### src/rtl/qvga_pkg.sv
package qvga_pkg;

   // Per-tick control of the pixel shifter
   typedef struct packed {
      logic capture;   // latch memory byte (read slot)
      logic load;      // move latched byte into shifter (last phase of cell)
   } shift_ctl_t;

   function automatic bit is_pow2(input int unsigned n);
      return (n != 0) && ((n & (n - 1)) == 0);
   endfunction

endpackage

### src/rtl/qvga_span_counter.sv
module qvga_span_counter #(
   parameter int unsigned SPAN = 264,
   localparam int unsigned W = $clog2(SPAN)
) (
   input  logic         clk,
   input  logic         rst_n,
   input  logic         step,
   output logic [W-1:0] count,
   output logic         last
);

   localparam logic [W-1:0] TOP = W'(SPAN - 1);

   generate
      if (SPAN < 2) begin : g_bad_span
         $error("qvga_span_counter: SPAN must be at least 2");
      end
   endgenerate

   assign last = (count == TOP);

   always_ff @(posedge clk or negedge rst_n) begin
      if (!rst_n)      count <= '0;
      else if (step)   count <= last ? '0 : count + 1'b1;
   end

   AST_CNT_IN_SPAN: assert property (@(posedge clk) disable iff (!rst_n)
      count <= TOP);
   AST_CNT_WRAP: assert property (@(posedge clk) disable iff (!rst_n)
      (step && last) |=> (count == '0));
   AST_CNT_HOLD: assert property (@(posedge clk) disable iff (!rst_n)
      !step |=> $stable(count));

endmodule

### src/rtl/qvga_cell_sequencer.sv
module qvga_cell_sequencer #(
   parameter int unsigned H_VIS   = 200,
   parameter int unsigned V_VIS   = 600,
   parameter int unsigned CELL    = 8,
   parameter int unsigned ROW_REP = 4,
   parameter int unsigned HW      = 9,
   parameter int unsigned VW      = 10,
   parameter int unsigned ADDR_W  = 12
) (
   input  logic [HW-1:0]     hcnt,
   input  logic [VW-1:0]     vcnt,
   output logic [ADDR_W-1:0] vram_addr,
   output logic              fetch_slot,
   output logic              host_slot,
   output logic              load_cell,
   output logic              disp_vis
);

   localparam int unsigned CELL_BITS   = $clog2(CELL);
   localparam int unsigned COLS        = H_VIS / CELL;
   localparam int unsigned FETCH_PHASE = 0;
   localparam int unsigned HOST_PHASE  = CELL / 2;
   localparam int unsigned LOAD_PHASE  = CELL - 1;
   localparam int unsigned LEAD        = CELL;

   logic [CELL_BITS-1:0] phase;
   logic                 h_fetch_zone;
   logic                 v_active;
   logic [VW-1:0]        row;
   logic [HW-1:0]        col;

   assign phase        = hcnt[CELL_BITS-1:0];
   assign h_fetch_zone = hcnt < HW'(H_VIS);
   assign v_active     = vcnt < VW'(V_VIS);
   assign col          = hcnt >> CELL_BITS;

   // Row index: shift when the repeat factor allows it, divide otherwise
   generate
      if (qvga_pkg::is_pow2(ROW_REP)) begin : g_row_shift
         assign row = vcnt >> $clog2(ROW_REP);
      end else begin : g_row_div
         assign row = vcnt / VW'(ROW_REP);
      end
   endgenerate

   always_comb begin
      if (h_fetch_zone && v_active)
         vram_addr = ADDR_W'(row) * ADDR_W'(COLS) + ADDR_W'(col);
      else
         vram_addr = '0;
   end

   assign fetch_slot = h_fetch_zone && v_active && (phase == CELL_BITS'(FETCH_PHASE));
   assign host_slot  = (phase == CELL_BITS'(HOST_PHASE));
   assign load_cell  = h_fetch_zone && v_active && (phase == CELL_BITS'(LOAD_PHASE));
   assign disp_vis   = (hcnt >= HW'(LEAD)) && (hcnt < HW'(H_VIS + LEAD)) && v_active;

endmodule

### src/rtl/qvga_pixel_shifter.sv
module qvga_pixel_shifter #(
   parameter int unsigned CELL = 8
) (
   input  logic                  clk,
   input  logic                  rst_n,
   input  logic                  step,
   input  qvga_pkg::shift_ctl_t  ctl,
   input  logic [CELL-1:0]       rdata,
   input  logic                  show,
   output logic                  pix
);

   logic [CELL-1:0] fetch_buf;
   logic [CELL-1:0] sr;

   always_ff @(posedge clk or negedge rst_n) begin
      if (!rst_n) begin
         fetch_buf <= '0;
      end else if (step && ctl.capture) begin
         fetch_buf <= rdata;
      end
   end

   always_ff @(posedge clk or negedge rst_n) begin
      if (!rst_n) begin
         sr <= '0;
      end else if (step) begin
         if (ctl.load) sr <= fetch_buf;
         else          sr <= {sr[CELL-2:0], 1'b0};
      end
   end

   assign pix = show & sr[CELL-1];

   AST_CAPTURE_TAKES: assert property (@(posedge clk) disable iff (!rst_n)
      (step && ctl.capture) |=> (fetch_buf == $past(rdata)));
   AST_SHIFT_HOLD: assert property (@(posedge clk) disable iff (!rst_n)
      !step |=> $stable(sr));
   AST_CTL_EXCL: assert property (@(posedge clk) disable iff (!rst_n)
      !(ctl.capture && ctl.load));

endmodule

### src/rtl/qvga_scanout.sv
module qvga_scanout #(
   parameter int unsigned H_VIS            = 200,
   parameter int unsigned H_FP             = 10,
   parameter int unsigned H_SYNC           = 32,
   parameter int unsigned H_BP             = 22,
   parameter int unsigned V_VIS            = 600,
   parameter int unsigned V_FP             = 1,
   parameter int unsigned V_SYNC           = 4,
   parameter int unsigned V_BP             = 23,
   parameter int unsigned CELL             = 8,
   parameter int unsigned ROW_REP          = 4,
   parameter bit          SYNC_ACTIVE_HIGH = 1'b1,
   localparam int unsigned ADDR_W = $clog2((H_VIS / CELL) * (V_VIS / ROW_REP))
) (
   input  logic              clk,
   input  logic              rst_n,
   input  logic              pix_en,
   input  logic [CELL-1:0]   vram_rdata,
   output logic              hsync,
   output logic              vsync,
   output logic              pix_out,
   output logic [ADDR_W-1:0] vram_addr,
   output logic              fetch_slot,
   output logic              host_slot
);

   localparam int unsigned H_TOTAL  = H_VIS + H_FP + H_SYNC + H_BP;
   localparam int unsigned V_TOTAL  = V_VIS + V_FP + V_SYNC + V_BP;
   localparam int unsigned HW       = $clog2(H_TOTAL);
   localparam int unsigned VW       = $clog2(V_TOTAL);
   localparam int unsigned COLS     = H_VIS / CELL;
   localparam int unsigned ROWS     = V_VIS / ROW_REP;
   localparam int unsigned LEAD     = CELL;
   localparam int unsigned HS_START = H_VIS + LEAD + H_FP;
   localparam int unsigned HS_END   = HS_START + H_SYNC;
   localparam int unsigned VS_START = V_VIS + V_FP;
   localparam int unsigned VS_END   = VS_START + V_SYNC;

   // Elaboration-time parameter checks
   generate
      if (!qvga_pkg::is_pow2(CELL) || CELL < 2) begin : g_bad_cell
         $error("qvga_scanout: CELL must be a power of two, at least 2");
      end
      if (H_VIS % CELL != 0) begin : g_bad_hvis
         $error("qvga_scanout: H_VIS must be a whole number of cells");
      end
      if (ROW_REP == 0 || V_VIS % ROW_REP != 0) begin : g_bad_rep
         $error("qvga_scanout: V_VIS must be a whole number of repeated rows");
      end
      if (HS_END > H_TOTAL) begin : g_bad_hsync
         $error("qvga_scanout: shifted sync window exceeds the line");
      end
      if (VS_END > V_TOTAL) begin : g_bad_vsync
         $error("qvga_scanout: vertical sync window exceeds the frame");
      end
   endgenerate

   logic [HW-1:0]        hcnt;
   logic [VW-1:0]        vcnt;
   logic                 h_last;
   logic                 v_last;
   logic                 load_cell;
   logic                 disp_vis;
   logic                 hsync_raw;
   logic                 vsync_raw;
   qvga_pkg::shift_ctl_t sh_ctl;

   qvga_span_counter #(.SPAN(H_TOTAL)) u_hctr (
      .clk   (clk),
      .rst_n (rst_n),
      .step  (pix_en),
      .count (hcnt),
      .last  (h_last)
   );

   qvga_span_counter #(.SPAN(V_TOTAL)) u_vctr (
      .clk   (clk),
      .rst_n (rst_n),
      .step  (pix_en & h_last),
      .count (vcnt),
      .last  (v_last)
   );

   qvga_cell_sequencer #(
      .H_VIS   (H_VIS),
      .V_VIS   (V_VIS),
      .CELL    (CELL),
      .ROW_REP (ROW_REP),
      .HW      (HW),
      .VW      (VW),
      .ADDR_W  (ADDR_W)
   ) u_seq (
      .hcnt       (hcnt),
      .vcnt       (vcnt),
      .vram_addr  (vram_addr),
      .fetch_slot (fetch_slot),
      .host_slot  (host_slot),
      .load_cell  (load_cell),
      .disp_vis   (disp_vis)
   );

   assign sh_ctl.capture = fetch_slot;
   assign sh_ctl.load    = load_cell;

   qvga_pixel_shifter #(.CELL(CELL)) u_shift (
      .clk   (clk),
      .rst_n (rst_n),
      .step  (pix_en),
      .ctl   (sh_ctl),
      .rdata (vram_rdata),
      .show  (disp_vis),
      .pix   (pix_out)
   );

   assign hsync_raw = (hcnt >= HW'(HS_START)) && (hcnt < HW'(HS_END));
   assign vsync_raw = (vcnt >= VW'(VS_START)) && (vcnt < VW'(VS_END));

   generate
      if (SYNC_ACTIVE_HIGH) begin : g_sync_hi
         assign hsync = hsync_raw;
         assign vsync = vsync_raw;
      end else begin : g_sync_lo
         assign hsync = ~hsync_raw;
         assign vsync = ~vsync_raw;
      end
   endgenerate

   AST_FRAME_WRAP: assert property (@(posedge clk) disable iff (!rst_n)
      (pix_en && h_last && v_last) |=> (vcnt == '0 && hcnt == '0));
   AST_HSYNC_ON_TICK: assert property (@(posedge clk) disable iff (!rst_n)
      $rose(hsync_raw) |-> $past(pix_en));
   AST_VSYNC_NO_FETCH: assert property (@(posedge clk) disable iff (!rst_n)
      vsync_raw |-> !fetch_slot);
   AST_ADDR_BOUND: assert property (@(posedge clk) disable iff (!rst_n)
      fetch_slot |-> (vram_addr < ADDR_W'(COLS * ROWS)));
   AST_SLOT_EXCL: assert property (@(posedge clk) disable iff (!rst_n)
      !(fetch_slot && host_slot));
   AST_HSYNC_DARK: assert property (@(posedge clk) disable iff (!rst_n)
      hsync_raw |-> !pix_out);

endmodule

### config.mk
export PLATFORM = sky130hd
export DESIGN_NAME = qvga_scanout
export DESIGN_NICKNAME = d
export VERILOG_FILES = /design/src/rtl/qvga_pkg.sv /design/src/rtl/qvga_span_counter.sv /design/src/rtl/qvga_cell_sequencer.sv /design/src/rtl/qvga_pixel_shifter.sv /design/src/rtl/qvga_scanout.sv
export SDC_FILE = /design/constraint.sdc
export NUM_CORES = 1
export LEC_CHECK = 0
export BUFFER_PORTS_ARGS = -buffer_cell sky130_fd_sc_hd__buf_2
export CELL_PAD_IN_SITES_DETAIL_PLACEMENT = 0
export CELL_PAD_IN_SITES_GLOBAL_PLACEMENT = 2
export CORE_ASPECT_RATIO = 0.6
export CORE_MARGIN = 2
export CORE_UTILIZATION = 34
export CTS_CLUSTER_SIZE = 16
export DETAILED_ROUTE_END_ITERATION = 10
export PLACE_DENSITY_LB_ADDON = 0.2
export SLEW_MARGIN = 15
export SYNTH_ARGS = -nofsm -noshare
export SYNTH_HDL_FRONTEND = slang
export SYNTH_SLANG_ARGS = --single-unit
### constraint.sdc
create_clock -name clk -period 4.65 [get_ports clk]
set_clock_uncertainty 0.1 [all_clocks]
set_input_delay 1.395 -clock clk [delete_from_list [all_inputs] [get_ports clk]]
set_output_delay 1.395 -clock clk [all_outputs]
set_load 0.02 [all_outputs]
### Yosys cells after proc, flatten, opt, wreduce, memory -nomap -nowiden

Cells that the tools add are included.

* muxes and demuxes: 4
* $mul: 1
* bitwise gates (word level): 2
* reductions and logical operators: 9
* eq/ne operators: 4
* $lt $le $gt $ge: 8
* add/sub/neg operators: 3

Operators by type and width (count)
* 9-bit by 8-bit < comparator with 1-bit output, second input constant: 3
* 10-bit < comparator, second input constant: 2
* 12-bit by 6-bit adder with 12-bit output: 1
* 8-bit by 5-bit multiplier with 12-bit output, second input constant: 1
* 12-bit 2-to-1 mux: 1
* 10-bit by 1-bit adder with 10-bit output, second input constant: 1
* 10-bit == test, second input constant: 1
* 10-bit greater-or-equal comparator, second input constant: 1
* 10-bit 2-to-1 mux: 1
* 9-bit by 1-bit adder with 9-bit output, second input constant: 1
* 9-bit == test, second input constant: 1
* 9-bit by 4-bit greater-or-equal comparator with 1-bit output, second input constant: 1
* 9-bit by 8-bit greater-or-equal comparator with 1-bit output, second input constant: 1
* 9-bit 2-to-1 mux: 1
* 1-bit logical AND: 8
* 8-bit 2-to-1 mux: 1
* 3-bit == test, second input constant: 2
* 3-bit logical NOT: 1
* 1-bit AND: 2

* input bits: 11
* word-level logic and storage cells: 35
* register bits after elaboration: 35

### Depth between registers and ports, before layout

* depth after elaboration: 4
* depth in mapped cells: 12
* mapped depth without buffers: 12

### Hierarchy

Synthesis repeated with hierarchy kept, for this count alone.

* cell total of the unflattened synthesis: 279
* area, all modules: 2841.5 um^2

Modules (own cells, without submodules)
* qvga_cell_sequencer: area each 1076.0 um^2, sequential area each 0.0 um^2, times used 1, cells an instance 128
* qvga_pixel_shifter: area each 718.2 um^2, sequential area each 400.4 um^2, times used 1, cells an instance 53
* qvga_span_counter at u_vctr: area each 530.5 um^2, sequential area each 250.2 um^2, times used 1, cells an instance 51
* qvga_span_counter at u_hctr: area each 435.4 um^2, sequential area each 225.2 um^2, times used 1, cells an instance 37
* qvga_scanout: area each 81.3 um^2, sequential area each 0.0 um^2, times used 1, cells an instance 10

### Least setup slack after synthesis

Ideal clock, no wire load.

* path kind: flip-flop to output port
* start: reg u_vctr.count[3]
* end: out vram_addr[11]
* slack: -0.300 ns
* data arrival time: 3.455 ns
* stages on the path, launching flop included: 12
* cell sequence: dfrtp_1 > ha_1 > fa_1 > inv_1 > fa_1 > inv_1 > ha_1 > a21o_1 > a21oi_1 > a211oi_1 > or3_1 > a21oi_1

* word-level cells in the longest chain between the ends: 3

RTL lines
* from (decl): line qvga_span_counter.sv:8 `output logic [W-1:0] count,`
* from (signal assigned): line qvga_span_counter.sv:24 `else if (step) count <= last ? '0 : count + 1'b1;`
* 8-bit by 5-bit multiplier with 12-bit output / 10-bit < comparator (equally long branches): line qvga_cell_sequencer.sv:48, qvga_cell_sequencer.sv:34
* 12-bit by 6-bit adder with 12-bit output / 1-bit logical AND (equally long branches): line qvga_cell_sequencer.sv:48, qvga_cell_sequencer.sv:47
* 12-bit 2-to-1 mux (*): line qvga_cell_sequencer.sv:47 `if (h_fetch_zone && v_active)`
* to (decl): line qvga_scanout.sv:22 `output logic [ADDR_W-1:0] vram_addr,`

Every way passes the cells marked *; elsewhere a longest branch is shown, timed or not.

### Final worst setup path

* start: reg u_vctr.count[7]
* end: out vram_addr[11]

Same word-level chain as after synthesis.

==> metrics.yaml <==
synthesis:
  postSynthRegisterBits: 35
  synth_area_per_cell_sq_um: 9.76
  synth_compound_area_frac: 0.133
  synth_top_family_by_area: "adder cells"
  ys_seq_area_frac: 0.306
  ys_types: 47
  syn-num-nets: 356
  synth_area_sq_mm: 0.00286
  synth_xor_area_frac: 0.0429
  synthAdderAreaFrac: 0.246
  ys_warn_count: 0
  syn_inst: 293
  post_synth_mux_area_share: 0.0705
  synth-simple-area-share: 0.142
drt:
  vias_per_cell: 4.85
  drc: 0
  wirelength_mm: 6.79
  avgRoutedWirePerCell_um: 14.9
  drtIter0Drc: 88
  ant_nets: 0
  drtPass1Iterations: 4
  num_vias: 2206
setup_path:
  startpoint: "u_vctr.count[7]"
  cp.required_ns: 3.15
  worst_setup_path_end_kind: "output pin"
  regToRegEndpoint: "u_shift.fetch_buf[1]"
  reg2reg_depth: 7
  ff2ff_setup_slack_ns: 2.28
  r2r-start: "u_vctr.count[8]"
  crit_arrival_ns: 3.37
  worstPathMaxFanout: 3
  endpoint: "vram_addr[11]"
  start_kind: "flop"
  path_class: "reg2out"
grt:
  gr-total-overflow: 0
  grt_pass1_vias: 2079
  grt_max_degree: 36
  antenna_found_initial: 0
  grt_pass1_wl_mm: 10.9
  grtUsageTotal: 0.158
placed_design:
  io_buffers: 27
  hpwl_mm: 5.19
  gp_congestion: 0.797
clocking:
  h-tree-depth: 2
  cts_buffer_depth: 2
  cts_root_buf: "clkbuf_16"
  cts_tree: "built"
  clkLatencyLatePin_ns: 0.29
  cts_sinks: 35
  cts_buffers: 5
  hold_buffers: 0
  clk_pin_slew_worst_paths_ns: 0.06
finish:
  postLayoutCoreUtil: 0.459
  syn2layout_area_growth_pct: 28.6
  layout-drive-gt1-share: 0.317
  multi_input_area_sq_mm: 0.00201
  num-fill-cells: 788
  fin_nets: 409
  diodes: 0
  seqCellArea_sq_um: 880
power_and_ir_drop:
  powerDensity_mw_per_mm2: 387
  leakage_nw: 1.86
  power_mw: 1.42
  vdd_drop_max_mv: 0.158
sta:
  fmax_ghz: 0.205
  min_period_over_period: 1.05
  setup_viol: 5
  post-route-min-period_ns: 4.87
  layout_setup_ws_ns: -0.217
  hold_violations: 0
  hold_slack_ns: 0.411
  slew_headroom: 0.349
  rsz0062_at_grt: "yes"
  worstMarginPinSlew_ns: 0.977
  final_max_slew_viol_count: 0
floorplan:
  core_area_sq_mm: 0.00801
  die_h_um: 75.0
  die_w_um: 122
  rows: 25
  num_io_pins: 28
  die-area_sq_mm: 0.00918
  start_util: 0.357
flow_run:
  cap_violations: 0
outcome:
  violations: "negative setup slack"
  run_status: "finished, violations left"
min_path:
  min_from: "u_shift.fetch_buf[2]"
  hp-class: "reg2reg"
-- where the power goes --
group | switching (mW) | leakage (nW) | internal [mW]
clock | 0.135 | 0.0731 | 0.214
combinational | 0.319 | 1.36 | 0.297
sequential | 0.0707 | 0.432 | 0.387
-- layer usage --
metal  vias to the layer above  GRT usage  share of wire  wire, um
met1                      1042      0.263           0.58      3970
met4                         0     0.0307         0.0072        49
met2                        39      0.199           0.37      2490
met5                         -          0              0         0
li1                       1118          -              -         -
met3                         7     0.0371          0.042       286
-- registers in the layout, summed over array words and instances (netlist names) --
name / flops
u_hctr.count: 9
u_vctr.count: 10
u_shift.fetch_buf: 8
u_shift.sr: 8
-- worst max-delay path: stages, from the launching register on --
cell	delay [ns]
dfrtp_1	0.44
ha_4	0.24
fa_1	0.54
inv_2	0.04
fa_1	0.51
inv_2	0.04
ha_4	0.22
a21o_1	0.17
a21oi_2	0.17
a211oi_2	0.10
or3_4	0.35
a21oi_4	0.12
buf_6	0.14
-- synth_stat cells (all sizes together) --
master / instances / share of area
o21ai: 18 / 0.032
buf: 6 / 0.015
dfrtp: 35 / 0.31
or3: 1 / 0.0022
xor2: 6 / 0.018
nor2: 21 / 0.028
o21bai: 1 / 0.0026
xnor2: 8 / 0.025
nor3b: 1 / 0.0026
and3: 2 / 0.0061
or4b: 1 / 0.0035
a21oi: 21 / 0.037
fa: 7 / 0.049
o221ai: 1 / 0.0031
ha: 45 / 0.20
mux2: 9 / 0.046
and2: 8 / 0.018
or2: 1 / 0.0022
nor3: 5 / 0.0088
a2111oi: 1 / 0.0031
o31ai: 3 / 0.0079
o221a: 1 / 0.0039
nand4: 4 / 0.0088
nand4b: 1 / 0.0053
nand2b: 1 / 0.0022
inv: 32 / 0.042
o211ai: 2 / 0.0053
nand2: 17 / 0.026
nand3: 7 / 0.012
and4: 1 / 0.0031
o41ai: 1 / 0.0057
clkbuf: 2 / 0.0026
nor2b: 2 / 0.0044
a211oi: 5 / 0.015
a21o: 6 / 0.016
o22ai: 1 / 0.0022
nor4: 2 / 0.0096
mux2i: 7 / 0.025
-- cell usage in the layout (no fill, tap or decap), types with 13 or more instances in the layout --
master,instances
ha_1,37
inv_1,28
o21ai_0,16
a21oi_1,18
nor2_1,21
buf_2,21
buf_4,27
nand2_1,13
dfrtp_1,32
-- stage by stage --
step | TNS [ns] | cells | cell area (sq um) | setup WS, ns
after global placement | -0.163 | 443 | 3280 | -0.0669
after CTS | -0.746 | 454 | 3620 | -0.248
final | -0.879 | 455 | 3680 | -0.217
after global routing | -1.61 | 455 | 3680 | -0.354
after floorplan | 0 | 293 | 2890 | 0.0137
after detailed placement | -0.214 | 443 | 3280 | -0.0996
-- timing repair --
item | CTS | global route
setup endpoints to repair | 6 | 6
resized for setup | 32 | 11
pin swaps | 19 | 14
setup buffers | 3 | 2
cloned | 0 | 0
-- cell families (layout without fill, tap and decap cells) --
kind of cell / count (synthesis) / count (layout)
AND/OR/NAND/NOR: 75 / 75
AO/OA/AOI/OAI: 61 / 61
adder cells (fa/ha/maj): 52 / 52
buffers and inverters: 40 / 94
flip-flops: 35 / 35
multiplexers: 16 / 16
XOR/XNOR: 14 / 14
-- layout make-up --
cell class,count,area share
repair buffers,54,0.102
clock buffers,6,0.0378
flip-flops and latches,35,0.239
well taps,108,0.0368
inverters,32,0.0327
multi-input cells,218,0.547
clock inverters,2,0.00442
-- worst min path at each step --
stage / slack, ns / depth (start not counted) / end
after global routing: 0.42 / 1 / u_shift.fetch_buf[0]
after detailed placement: 0.40 / 1 / u_shift.fetch_buf[0]
after global placement: 0.40 / 1 / u_shift.fetch_buf[2]
final: 0.41 / 1 / u_shift.fetch_buf[2]
after CTS: 0.42 / 1 / u_shift.fetch_buf[2]
after floorplan: 0.38 / 1 / u_shift.fetch_buf[1]
Power figures use the tool's default switching activity.
